===== src/rtl/rc_pkg.sv =====
// Shared types for the scanline rule checker.
package rc_pkg;
    typedef enum logic [1:0] {
        PK_START = 2'd0,
        PK_END   = 2'd1,
        PK_OLD   = 2'd2,
        PK_VIRT  = 2'd3
    } pkind_t;
endpackage


===== src/rtl/rc_latest_bank.sv =====
// Per-layer memory of the latest true point in the current column.
// Assumes upd and clear are never high together (clear comes from markers).
module rc_latest_bank #(
    parameter int NL  = 3,
    parameter int CW  = 16,
    localparam int LYW = (NL > 1) ? $clog2(NL) : 1
) (
    input  logic                   clk,
    input  logic                   rst_n,
    input  logic                   clear,
    input  logic                   upd,
    input  logic [LYW-1:0]         upd_layer,
    input  logic [CW-1:0]          upd_y,
    input  logic                   upd_orient,
    input  logic                   upd_start,
    output logic [NL-1:0]          lat_v,
    output logic [NL-1:0][CW-1:0]  lat_y,
    output logic [NL-1:0]          lat_o,
    output logic [NL-1:0]          lat_s
);
    for (genvar j = 0; j < NL; j++) begin : g_slot
        // Hold, clear or overwrite one layer's entry.
        always_ff @(posedge clk) begin
            if (!rst_n || clear) begin
                lat_v[j] <= 1'b0;
                lat_y[j] <= '0;
                lat_o[j] <= 1'b0;
                lat_s[j] <= 1'b0;
            end else if (upd && (upd_layer == LYW'(j))) begin
                lat_v[j] <= 1'b1;
                lat_y[j] <= upd_y;
                lat_o[j] <= upd_orient;
                lat_s[j] <= upd_start;
            end
        end
    end

    // A marker leaves no layer with a remembered point.
    p_clear_empties_r8: assert property (@(posedge clk) disable iff (!rst_n)
        $past(clear) |-> (lat_v == '0));
endmodule


===== src/rtl/rc_rule_eval.sv =====
// Compares the current point with each layer's latest point and flags
// the rules its orientation pair enables. Purely combinational.
// Assumes points arrive in rising Y order within a column.
module rc_rule_eval #(
    parameter int NL  = 3,
    parameter int CW  = 16,
    parameter int LW  = 8,
    parameter logic [NL-1:0][LW-1:0]    W_LIM = {8'd4, 8'd24, 8'd6},
    parameter logic [NL*NL-1:0][LW-1:0] S_LIM = {8'd4, 8'd5, 8'd8, 8'd5, 8'd36,
                                                 8'd12, 8'd8, 8'd12, 8'd6},
    localparam int LYW = (NL > 1) ? $clog2(NL) : 1,
    localparam int RW  = $clog2(NL + NL * NL)
) (
    input  logic                   part,
    input  logic                   cur_tstart,
    input  logic [LYW-1:0]         cur_layer,
    input  logic [CW-1:0]          cur_y,
    input  logic                   cur_o,
    input  logic [NL-1:0]          lat_v,
    input  logic [NL-1:0][CW-1:0]  lat_y,
    input  logic [NL-1:0]          lat_o,
    input  logic [NL-1:0]          lat_s,
    output logic [NL-1:0]          hit,
    output logic [NL-1:0][RW-1:0]  rule
);
    for (genvar j = 0; j < NL; j++) begin : g_cmp
        logic          rel;
        logic [LW-1:0] lim;
        logic [CW-1:0] dy;
        logic          flag;

        // Pick the rule and limit this orientation pair enables.
        always_comb begin
            int sidx;
            sidx = int'(cur_layer) * NL + j;
            rel  = 1'b0;
            lim  = '0;
            rule[j] = '0;
            if ((cur_layer == LYW'(j)) && !lat_o[j] && cur_o) begin
                rel = 1'b1;
                lim = W_LIM[j];
                rule[j] = RW'(j);
            end else if (lat_o[j] && !cur_o && (sidx < NL * NL)) begin
                rel = 1'b1;
                lim = S_LIM[sidx];
                rule[j] = RW'(NL + sidx);
            end
        end

        // Distance check and the report-once condition.
        always_comb begin
            dy   = cur_y - lat_y[j];
            flag = cur_tstart || (lat_s[j] && part);
            hit[j] = part && lat_v[j] && rel && flag &&
                     (cur_y > lat_y[j]) && (dy < CW'(lim));
        end
    end
endmodule


===== src/rtl/rc_next_gen.sv =====
// Builds the point handed to the next column: an old point for every
// starting endpoint, a virtual point for qualifying true ending endpoints.
module rc_next_gen #(
    parameter int NL  = 3,
    parameter int LW  = 8,
    parameter logic [NL-1:0][LW-1:0]    W_LIM = {8'd4, 8'd24, 8'd6},
    parameter logic [NL*NL-1:0][LW-1:0] S_LIM = {8'd4, 8'd5, 8'd8, 8'd5, 8'd36,
                                                 8'd12, 8'd8, 8'd12, 8'd6},
    localparam int LYW = (NL > 1) ? $clog2(NL) : 1
) (
    input  logic            pt_v,
    input  rc_pkg::pkind_t  kind,
    input  logic            is_true,
    input  logic            orient,
    input  logic            right_in,
    input  logic [LYW-1:0]  layer,
    output logic            nx_v,
    output logic            nx_virt,
    output logic [LW-1:0]   nx_xext
);
    // Largest limit that mentions layer l, in either role.
    function automatic logic [LW-1:0] ext_of(input int l);
        logic [LW-1:0] m;
        m = W_LIM[l];
        for (int k = 0; k < NL; k++) begin
            if (S_LIM[l * NL + k] > m) m = S_LIM[l * NL + k];
            if (S_LIM[k * NL + l] > m) m = S_LIM[k * NL + l];
        end
        return m;
    endfunction

    // Decide forwarding and the virtual-point extension.
    always_comb begin
        nx_virt = pt_v && (kind == rc_pkg::PK_END) && is_true &&
                  (orient ? right_in : !right_in);
        nx_v    = (pt_v && (kind == rc_pkg::PK_START)) || nx_virt;
        nx_xext = '0;
        if (nx_virt && (int'(layer) < NL)) nx_xext = ext_of(int'(layer));
    end
endmodule


===== src/rtl/rc_edge_rule_check.sv =====
// Scanline width/spacing rule checker. Takes classified points in scan
// order, checks them against per-layer latest points, registers error
// records and next-column points with one cycle of latency.
// Assumes in_layer < NL and rising Y within each column.
module rc_edge_rule_check #(
    parameter int NL  = 3,
    parameter int CW  = 16,
    parameter int LW  = 8,
    parameter logic [NL-1:0][LW-1:0]    W_LIM = {8'd4, 8'd24, 8'd6},
    parameter logic [NL*NL-1:0][LW-1:0] S_LIM = {8'd4, 8'd5, 8'd8, 8'd5, 8'd36,
                                                 8'd12, 8'd8, 8'd12, 8'd6},
    localparam int LYW = (NL > 1) ? $clog2(NL) : 1,
    localparam int RW  = $clog2(NL + NL * NL)
) (
    input  logic              clk,
    input  logic              rst_n,
    input  logic              in_valid,
    input  logic              in_marker,
    input  logic [CW-1:0]     in_y,
    input  logic [LYW-1:0]    in_layer,
    input  logic              in_orient,
    input  logic [1:0]        in_kind,
    input  logic              in_true,
    input  logic              in_right_in,
    output logic              err_valid,
    output logic [NL-1:0]     err_hit,
    output logic [NL*RW-1:0]  err_rule,
    output logic [LYW-1:0]    err_layer,
    output logic [CW-1:0]     err_x,
    output logic [CW-1:0]     err_y,
    output logic              fwd_valid,
    output logic [CW-1:0]     fwd_y,
    output logic [LYW-1:0]    fwd_layer,
    output logic              fwd_orient,
    output logic              fwd_virtual,
    output logic [LW-1:0]     fwd_xext
);
    import rc_pkg::*;

    pkind_t                kind;
    logic                  pt_v, part, upd, cur_tstart, clear;
    logic [NL-1:0]         lat_v, lat_o, lat_s, hit;
    logic [NL-1:0][CW-1:0] lat_y;
    logic [NL-1:0][RW-1:0] rule;
    logic                  nx_v, nx_virt;
    logic [LW-1:0]         nx_xext;
    logic [CW-1:0]         cur_x;

    // Decode the role of the incoming word.
    always_comb begin
        kind       = pkind_t'(in_kind);
        clear      = in_valid && in_marker;
        pt_v       = in_valid && !in_marker;
        part       = pt_v && (in_true || (kind == PK_VIRT));
        upd        = pt_v && in_true && (kind != PK_VIRT);
        cur_tstart = pt_v && in_true && (kind == PK_START);
    end

    rc_latest_bank #(.NL(NL), .CW(CW)) i_bank (
        .clk(clk), .rst_n(rst_n), .clear(clear), .upd(upd),
        .upd_layer(in_layer), .upd_y(in_y), .upd_orient(in_orient),
        .upd_start(kind == PK_START),
        .lat_v(lat_v), .lat_y(lat_y), .lat_o(lat_o), .lat_s(lat_s)
    );

    rc_rule_eval #(.NL(NL), .CW(CW), .LW(LW), .W_LIM(W_LIM), .S_LIM(S_LIM)) i_eval (
        .part(part), .cur_tstart(cur_tstart), .cur_layer(in_layer),
        .cur_y(in_y), .cur_o(in_orient),
        .lat_v(lat_v), .lat_y(lat_y), .lat_o(lat_o), .lat_s(lat_s),
        .hit(hit), .rule(rule)
    );

    rc_next_gen #(.NL(NL), .LW(LW), .W_LIM(W_LIM), .S_LIM(S_LIM)) i_next (
        .pt_v(pt_v), .kind(kind), .is_true(in_true), .orient(in_orient),
        .right_in(in_right_in), .layer(in_layer),
        .nx_v(nx_v), .nx_virt(nx_virt), .nx_xext(nx_xext)
    );

    // Track the column X and register the output records.
    always_ff @(posedge clk) begin
        if (!rst_n) begin
            cur_x       <= '0;
            err_valid   <= 1'b0;
            err_hit     <= '0;
            err_rule    <= '0;
            err_layer   <= '0;
            err_x       <= '0;
            err_y       <= '0;
            fwd_valid   <= 1'b0;
            fwd_y       <= '0;
            fwd_layer   <= '0;
            fwd_orient  <= 1'b0;
            fwd_virtual <= 1'b0;
            fwd_xext    <= '0;
        end else begin
            if (clear) cur_x <= in_y;
            err_valid   <= |hit;
            err_hit     <= hit;
            err_rule    <= rule;
            err_layer   <= in_layer;
            err_x       <= cur_x;
            err_y       <= in_y;
            fwd_valid   <= nx_v;
            fwd_y       <= in_y;
            fwd_layer   <= in_layer;
            fwd_orient  <= in_orient;
            fwd_virtual <= nx_virt;
            fwd_xext    <= nx_xext;
        end
    end

    // Errors only follow a true or virtual non-marker point.
    p_err_from_point_r5: assert property (@(posedge clk) disable iff (!rst_n)
        err_valid |-> $past(in_valid && !in_marker && (in_true || in_kind == 2'd3)));
    // Virtual points leave the latest-point memory untouched.
    p_virt_keeps_latest_r7: assert property (@(posedge clk) disable iff (!rst_n)
        (in_valid && !in_marker && in_kind == 2'd3) |=> ($stable(lat_y) && $stable(lat_o)));
    // An old point leaving the block came from a starting endpoint.
    p_old_from_start_r9: assert property (@(posedge clk) disable iff (!rst_n)
        (fwd_valid && !fwd_virtual) |-> $past(in_valid && !in_marker && in_kind == 2'd0));
    // A virtual point always carries a nonzero extension.
    p_virt_has_ext_r10: assert property (@(posedge clk) disable iff (!rst_n)
        (fwd_valid && fwd_virtual) |-> (fwd_xext != '0));
endmodule


===== config.mk =====
export PLATFORM = sky130hd
export DESIGN_NAME = rc_edge_rule_check
export DESIGN_NICKNAME = d
export VERILOG_FILES = /design/src/rtl/rc_pkg.sv /design/src/rtl/rc_latest_bank.sv /design/src/rtl/rc_rule_eval.sv /design/src/rtl/rc_next_gen.sv /design/src/rtl/rc_edge_rule_check.sv
export SDC_FILE = /design/constraint.sdc
export NUM_CORES = 1
export LEC_CHECK = 0
export CAP_MARGIN = 20
export CORE_MARGIN = 3
export CORE_UTILIZATION = 56
export CTS_BUF_LIST = sky130_fd_sc_hd__clkbuf_8 sky130_fd_sc_hd__clkbuf_16
export DETAILED_ROUTE_END_ITERATION = 12
export PLACE_DENSITY = 0.91
export SYNTH_ARGS = -nofsm -noshare
export SYNTH_HDL_FRONTEND = slang
export SYNTH_SLANG_ARGS = --single-unit

===== constraint.sdc =====
create_clock -name clk -period 4.48 [get_ports clk]
set_input_delay 0.896 -clock clk [delete_from_list [all_inputs] [get_ports clk]]
set_output_delay 0.896 -clock clk [all_outputs]
set_load 0.02 [all_outputs]

==> flow_summary.json, run 1 <==
{
  "ctsHoldBuffers": 0,
  "area_growth_pct": 21.5,
  "cts_resized": 0,
  "fin_worst_skew_ns": 0.00787,
  "finalMaxSlewViolations": 0,
  "netlist_instances": 1012,
  "setup-tns-final_ns": 0,
  "period_needed_ns": 3.99,
  "maxCapViolations": 0,
  "vias": 7623,
  "cts_setup_buffers": 0,
  "cts_buffers": 17,
  "netlist_area_um2": 7820,
  "viasPerCell": 5.94,
  "syn_area_per_cell_um2": 7.73,
  "r2r_end": "err_valid",
  "grt_pass1_wl_um": 35200,
  "clockBufferDepth": 2,
  "core_area_um2": 13500,
  "use_met1_pct": 37.7,
  "dieArea_um2": 15400,
  "cp-end-kind": "register",
  "busiest_layer": "met2",
  "yosys_warnings": 0,
  "worst_slew_pin_slew_ns": 0.796,
  "synth_edf_count": 0,
  "rows": 42,
  "r2r_cells": 15,
  "die_w_um": 124,
  "drive_above_1_share_pct": 6.68,
  "grt_max_degree": 43,
  "yosysSeqAreaShare_pct": 33.8,
  "ys.flop_type": "dfxtp_1",
  "yosysUniqueCellTypes": 70,
  "cts_tree": "done",
  "htree_levels": 4,
  "clkTransAtPathRegs_ns": 0.07,
  "setup_violations": 0,
  "holdPathEnd": "i_bank.lat_y[27]",
  "wirelength_um": 22200,
  "use_met3_pct": 5.59,
  "diodes": 0,
  "crit_required_ns": 4.84,
  "hold_viol_final": 0,
  "drtPass1Iterations": 7,
  "hp-class": "reg -> reg",
  "path_cells": "clkdlybuf4s50_1, ha_1, nor2b_1, o31ai_1, a21oi_1, xor2_1, ha_1, nand2_1, o2111a_1, o2111ai_1, nor4_1, o2111ai_1, a2111oi_2, nand4_2, o221ai_2",
  "min_path_cells": 2,
  "io_buffers": 103,
  "cp_slowest_stage_delay_ns": 0.65,
  "startpoint_type": "input pin",
  "root_buffer": "clkbuf_16",
  "gp_congestion": 0.949,
  "multi_input_area_um2": 4480,
  "drt_first_iter_violations": 713,
  "clk_latency_ns": 0.43,
  "grt_use_met2_pct": 46.3,
  "status": "complete, no violations",
  "final_core_util_pct": 70.6,
  "wire_per_inst_um": 17.3,
  "min-delay-start": "i_bank.lat_y[27]",
  "grt.total_usage_pct": 29.2,
  "grt_pass1_vias": 7131,
  "die_h_um": 124,
  "drc": 0,
  "vdd_drop_max_uv": 249,
  "power_density_nw_per_um2": 327,
  "power.leakage_nw": 3.70,
  "yosysTopAreaCellShare_pct": 33.8,
  "worst_ep_arrival_time_ns": 4.35,
  "crit_fanout": 5,
  "crit_type": "in -> reg",
  "hpwl_um": 16200,
  "finalCritPeriodShare_pct": 89.1,
  "regToRegStartpoint": "i_bank.lat_y[33]",
  "synthArstFlopShare_pct": 0,
  "ff_latch_area_um2": 2640,
  "nNetsFinal": 1195,
  "slowest_stage": "clkdlybuf4s50_1",
  "r2r_slack_ns": 1.16,
  "cts_sinks": 132,
  "ant_nets": 0,
  "ios": 106,
  "synth_seq_cells": 132,
  "grt_overflow": 0,
  "synth_area_leaders": "dfxtp_1, ha_1, a21oi_1",
  "slew_headroom_pct": 47.0,
  "grt_setup_unrepaired": "false",
  "antenna_found_initial": 0,
  "timing.fmax_mhz": 251,
  "timing.critical_path.from": "in_y[1]",
  "fill_cells": 982,
  "synth_top_cell_by_area": "dfxtp_1",
  "initial_core_util_pct": 58.1
}
synthesized netlist by cell type, drive strengths merged (6+ instances only):
cell type and number:
nor4 7, and2 31, or2 6, mux2i 6
dfxtp 132, a21boi 8, and3 6, inv 94
xnor2 9, a21o 9, ha 71, a21oi 115
o22ai 6, o21ai 25, nor2b 13, nand3 18
o2111ai 6, xor2 9, clkbuf 45, nand4 13
a31oi 12, nand3b 6, nand2 152, nand2b 15
nor2 78, o21bai 8, o21a 9, buf 24
nor3 13
sequential cells by signal, indices dropped and copies added, names as in the netlist:
| register | flops |
|---|---|
| i_bank.lat_y | 48 |
| cur_x | 16 |
| err_x | 16 |
| fwd_y | 16 |
| err_rule | 12 |
| fwd_xext | 6 |
| err_hit | 3 |
| i_bank.lat_o | 3 |
| i_bank.lat_s | 3 |
| i_bank.lat_v | 3 |
| fwd_layer | 2 |
| err_valid | 1 |
| fwd_orient | 1 |
| fwd_valid | 1 |
| fwd_virtual | 1 |
per-layer routing:
layer	wire length, µm	vias to the layer above	share of wire, %
met2	10000	375	45
met3	1990	72	8.9
met4	972	0	4.4
met5	0	-	0
met1	9210	3573	41
li1	-	3603	-
kinds of logic (layout without fill, tap and decap cells):
| kind of cell | Yosys count | in the layout | share of synthesized area (%) |
|---|---|---|---|
| AND/OR/NAND/NOR | 370 | 370 | 22.2 |
| AO/OA/AOI/OAI | 246 | 246 | 19.8 |
| buffers and inverters | 163 | 257 | 8.93 |
| flip-flops | 132 | 132 | 33.8 |
| adder cells (fa/ha/maj) | 74 | 74 | 12.1 |
| XOR/XNOR | 18 | 18 | 2.02 |
| multiplexers | 8 | 8 | 1.06 |
| other | 1 | 2 | 0.0480 |
worst max-delay path: cells and delay by family:
kind / cells / cell delay (ns)
fa+ha+maj: 2 / 0.62
simple gates: 4 / 0.69
buf+inv: 1 / 0.65
compound gates: 7 / 1.33
xor+xnor: 1 / 0.16
placed cells by master (no fill, tap or decap), types with 4 or more instances in the layout:
cell             synthesis  routed
nand2_1                152     152
dfxtp_1                132     132
a21oi_1                115     115
clkdlybuf4s50_1          0     103
inv_1                   94      94
nor2_1                  78      78
ha_1                    71      71
and2_1                  31      31
buf_4                   20      28
o21ai_0                 19      19
nand3_1                 18      18
clkbuf_16                0      17
nand2b_1                15      14
nor2b_1                 13      13
nor3_1                  13      13
a31oi_1                 12      12
nand4_1                 12      12
xor2_1                   9       9
xnor2_1                  9       9
a21o_1                   9       9
o21a_1                   9       9
a21boi_0                 8       8
o21bai_1                 8       8
nor4_1                   7       7
nand3b_1                 6       6
mux2i_1                  6       6
o21ai_1                  6       6
o2111ai_1                6       6
o22ai_1                  6       6
and3_1                   6       6
o31ai_1                  5       5
o211ai_1                 5       5
inv_8                    0       5
inv_6                    0       5
or2_2                    4       4
o41ai_1                  4       4
where the power goes:
group          internal, mW  switching [mW]  leakage [nW]
clock network         0.733           0.600         0.271
registers              1.21          0.0157          1.08
logic                 0.225           0.321          2.36
total                  2.17           0.937          3.70
worst max-delay path by stage:
stage / slack, ns / to
finish: 0.49 / err_valid
global route: 0.32 / err_valid
CTS: 0.52 / err_valid
detailed placement: 0.10 / err_valid
global placement: 0.18 / err_valid
floorplan: 0.61 / err_valid
final cells by class:
class                      instances  area share, %
clock buffer                      17           4.48
clock inverter                    15           1.44
inverter                          94           3.71
multi-input combinational        718           47.2
sequential                       132           27.8
tap                              176           2.32
timing repair buffer             131           13.1
per-stage QoR:
step / hold WS, ns / area (µm²) / cells / setup slack, ns / power [mW]
floorplan: 0.431 / 7820 / 1013 / 0.606 / 1.60
global placement: 0.436 / 8940 / 1251 / 0.176 / 1.77
detailed placement: 0.442 / 8940 / 1251 / 0.101 / 1.78
CTS: 0.455 / 9500 / 1283 / 0.525 / 3.10
global route: 0.475 / 9500 / 1283 / 0.317 / 3.22
finish: 0.453 / 9500 / 1283 / 0.489 / 3.10
No activity file was read; power rests on OpenSTA's default activity.
==> run 2, diff against run 1 <==
--- a/config.mk
+++ b/config.mk
@@ -5,10 +5,11 @@
 export SDC_FILE = /design/constraint.sdc
 export NUM_CORES = 1
 export LEC_CHECK = 0
-export CAP_MARGIN = 20
+export CAP_MARGIN = 10
 export CORE_MARGIN = 3
 export CORE_UTILIZATION = 56
 export CTS_BUF_LIST = sky130_fd_sc_hd__clkbuf_8 sky130_fd_sc_hd__clkbuf_16
+export CTS_CLUSTER_DIAMETER = 200
 export DETAILED_ROUTE_END_ITERATION = 12
 export PLACE_DENSITY = 0.91
 export SYNTH_ARGS = -nofsm -noshare
==> results of run 2 <==
Same layout as run 1: the final DEF is identical, and so are final timing and power.
==> run 3, diff against run 2 <==
--- a/config.mk
+++ b/config.mk
@@ -11,7 +11,9 @@
 export CTS_BUF_LIST = sky130_fd_sc_hd__clkbuf_8 sky130_fd_sc_hd__clkbuf_16
 export CTS_CLUSTER_DIAMETER = 200
 export DETAILED_ROUTE_END_ITERATION = 12
-export PLACE_DENSITY = 0.91
+export PLACE_DENSITY = 0.81
+export SETUP_SLACK_MARGIN = 0.4
+export SLEW_MARGIN = 15
 export SYNTH_ARGS = -nofsm -noshare
 export SYNTH_HDL_FRONTEND = slang
 export SYNTH_SLANG_ARGS = --single-unit
==> run 3 against run 2 <==
  * Sequential power hardly changed
  * Total power hardly changed
  * Design area is 1.3% higher
  * Register-to-register slack worse by 0.10 ns
  * Final cell count is 0.23% higher
==> flow_summary.json, run 3 (synthesized netlist as in run 1, its figures left out) <==
{
  "status": "complete, no violations",
  "finalCritPeriodShare_pct": 87.1,
  "place_inst": 1253,
  "finalMaxSlewViolations": 0,
  "crit_type": "in -> reg",
  "io_buffers": 103,
  "crit_required_ns": 4.82,
  "hold_viol_final": 0,
  "p_comb_share_pct": 17.7,
  "drt_first_iter_violations": 542,
  "nNetsFinal": 1198,
  "wire_per_inst_um": 16.4,
  "power.leakage_nw": 3.78,
  "dieArea_um2": 15400,
  "final_core_util_pct": 71.5,
  "root_buffer": "clkbuf_16",
  "crit_fanout": 5,
  "p_sw_share_pct": 28.5,
  "cts_tree": "done",
  "grt_setup_unrepaired": "false",
  "p_switching_mw": 0.885,
  "period_needed_ns": 3.90,
  "wirelength_um": 21100,
  "grt_overflow": 0,
  "worst_slew_pin_slew_ns": 0.773,
  "worst_ep_arrival_time_ns": 4.25,
  "startpoint_type": "input pin",
  "fin_worst_skew_ns": 0.00637,
  "cts_sinks": 132,
  "final_common_cell": "nand2_1",
  "power_density_nw_per_um2": 323,
  "hpwl_um": 15700,
  "die_w_um": 124,
  "cp-end-kind": "register",
  "cts_buffers": 17,
  "mostFrequentLayoutCells": "nand2_1, dfxtp_1, a21oi_1",
  "diodes": 0,
  "ios": 106,
  "drtPass1Iterations": 6,
  "clk_latency_ns": 0.42,
  "drive_above_1_share_pct": 8.20,
  "vias": 7252,
  "gp_congestion": 1.01,
  "setup-tns-final_ns": 0,
  "die_h_um": 124,
  "initial_core_util_pct": 58.1,
  "grt_max_degree": 43,
  "htree_levels": 4,
  "ctsHoldBuffers": 0,
  "hp-class": "reg -> reg",
  "multi_input_area_um2": 4560,
  "clkTransAtPathRegs_ns": 0.06,
  "fill_cells": 1105,
  "grt.total_usage_pct": 28.3,
  "grt_pass1_vias": 6853,
  "holdWs_ns": 0.451,
  "grt_pass1_wl_um": 34100,
  "layoutNonFillerInstCount": 1286,
  "ant_nets": 0,
  "drc": 0,
  "area_growth_pct": 23.1,
  "regMostFlops": "i_bank.lat_y",
  "power_frac_seq_pct": 39.4,
  "setup_violations": 0,
  "largest_register_ff_count": 48,
  "timing.fmax_mhz": 256,
  "antenna_found_initial": 0,
  "internal_power_mw": 2.22,
  "ff_latch_area_um2": 2640,
  "vdd_drop_max_uv": 218,
  "maxCapViolations": 0,
  "slew_headroom_pct": 48.5,
  "clockBufferDepth": 2,
  "pwr-share-clk_pct": 42.9,
  "viasPerCell": 5.64,
  "core_area_um2": 13500,
  "rows": 42
}
[run 3: changes by cell type in the layout (fill, tap and decap cells not counted), sizes merged]
cell / delta
inv: -5
clkdlybuf4s50: -7
clkinvlp: +2
buf: +3
clkbuf: +1
dlymetal6s2s: +7
bufinv: +1
clkinv: +1
[run 3: power groups by stage]
| stage | combinational [mW] | sequential, mW | clock, mW |
|---|---|---|---|
| 6_report | 0.550 | 1.22 | 1.33 |
| 2_1_floorplan | 0.325 | 1.27 | 0 |
| 3_3_place_gp | 0.530 | 1.25 | 0 |
| 5_1_grt | 0.605 | 1.23 | 1.39 |
| 4_1_cts | 0.537 | 1.22 | 1.34 |
| 3_5_place_dp | 0.530 | 1.25 | 0 |
[run 3: final timing paths]
kind,start,end,slack (ns),depth (start not counted)
max,in_orient,err_valid,0.58,14
max reg2reg,i_bank.lat_y[33],err_valid,1.06,15
min,cur_x[0],err_x[0],0.45,1
min reg2reg,cur_x[0],err_x[0],0.45,1
[run 3: layout make-up]
type	count	area share [%]
well taps	176	2.29
clock buffers	18	4.56
inverters	94	3.67
flip-flops and latches	132	27.5
multi-input cells	718	47.4
clock inverters	14	1.31
repair buffers	134	13.3
[run 3: per-stage QoR]
step | power, mW | cell area (µm²) | worst slack (ns)
floorplan | 1.60 | 7820 | 0.606
global placement | 1.78 | 8960 | 0.186
detailed placement | 1.78 | 8960 | 0.0183
CTS | 3.11 | 9520 | 0.448
global route | 3.22 | 9620 | 0.398
finish | 3.11 | 9620 | 0.576
[run 3: what timing repair did]
action                     CTS  global route
setup endpoints to repair    0             4
hold endpoints to repair     0             0
gates resized for setup      0            22
buffers inserted             0             1
[run 3: critical path, stage by stage]
cell             delay, ns
clkdlybuf4s50_1       0.55
nor2_2                0.19
and2_1                0.17
nand3b_1              0.12
or3b_2                0.47
ha_1                  0.20
inv_1                 0.05
o2111ai_1             0.08
or4b_1                0.57
nor3_2                0.18
o2111ai_1             0.15
nor4_1                0.30
nand4_1               0.21
o221ai_2              0.11
[run 3: metal layers]
metal | vias up | share of wire (%) | global-route usage (%) | wire (µm)
met3 | 36 | 6.9 | 4.77 | 1470
met4 | 2 | 2.5 | 11.0 | 534
li1 | 3595 | - | - | -
met5 | - | 0.21 | 2.43 | 45
met1 | 3357 | 45 | 38.2 | 9500
met2 | 262 | 45 | 45.3 | 9600
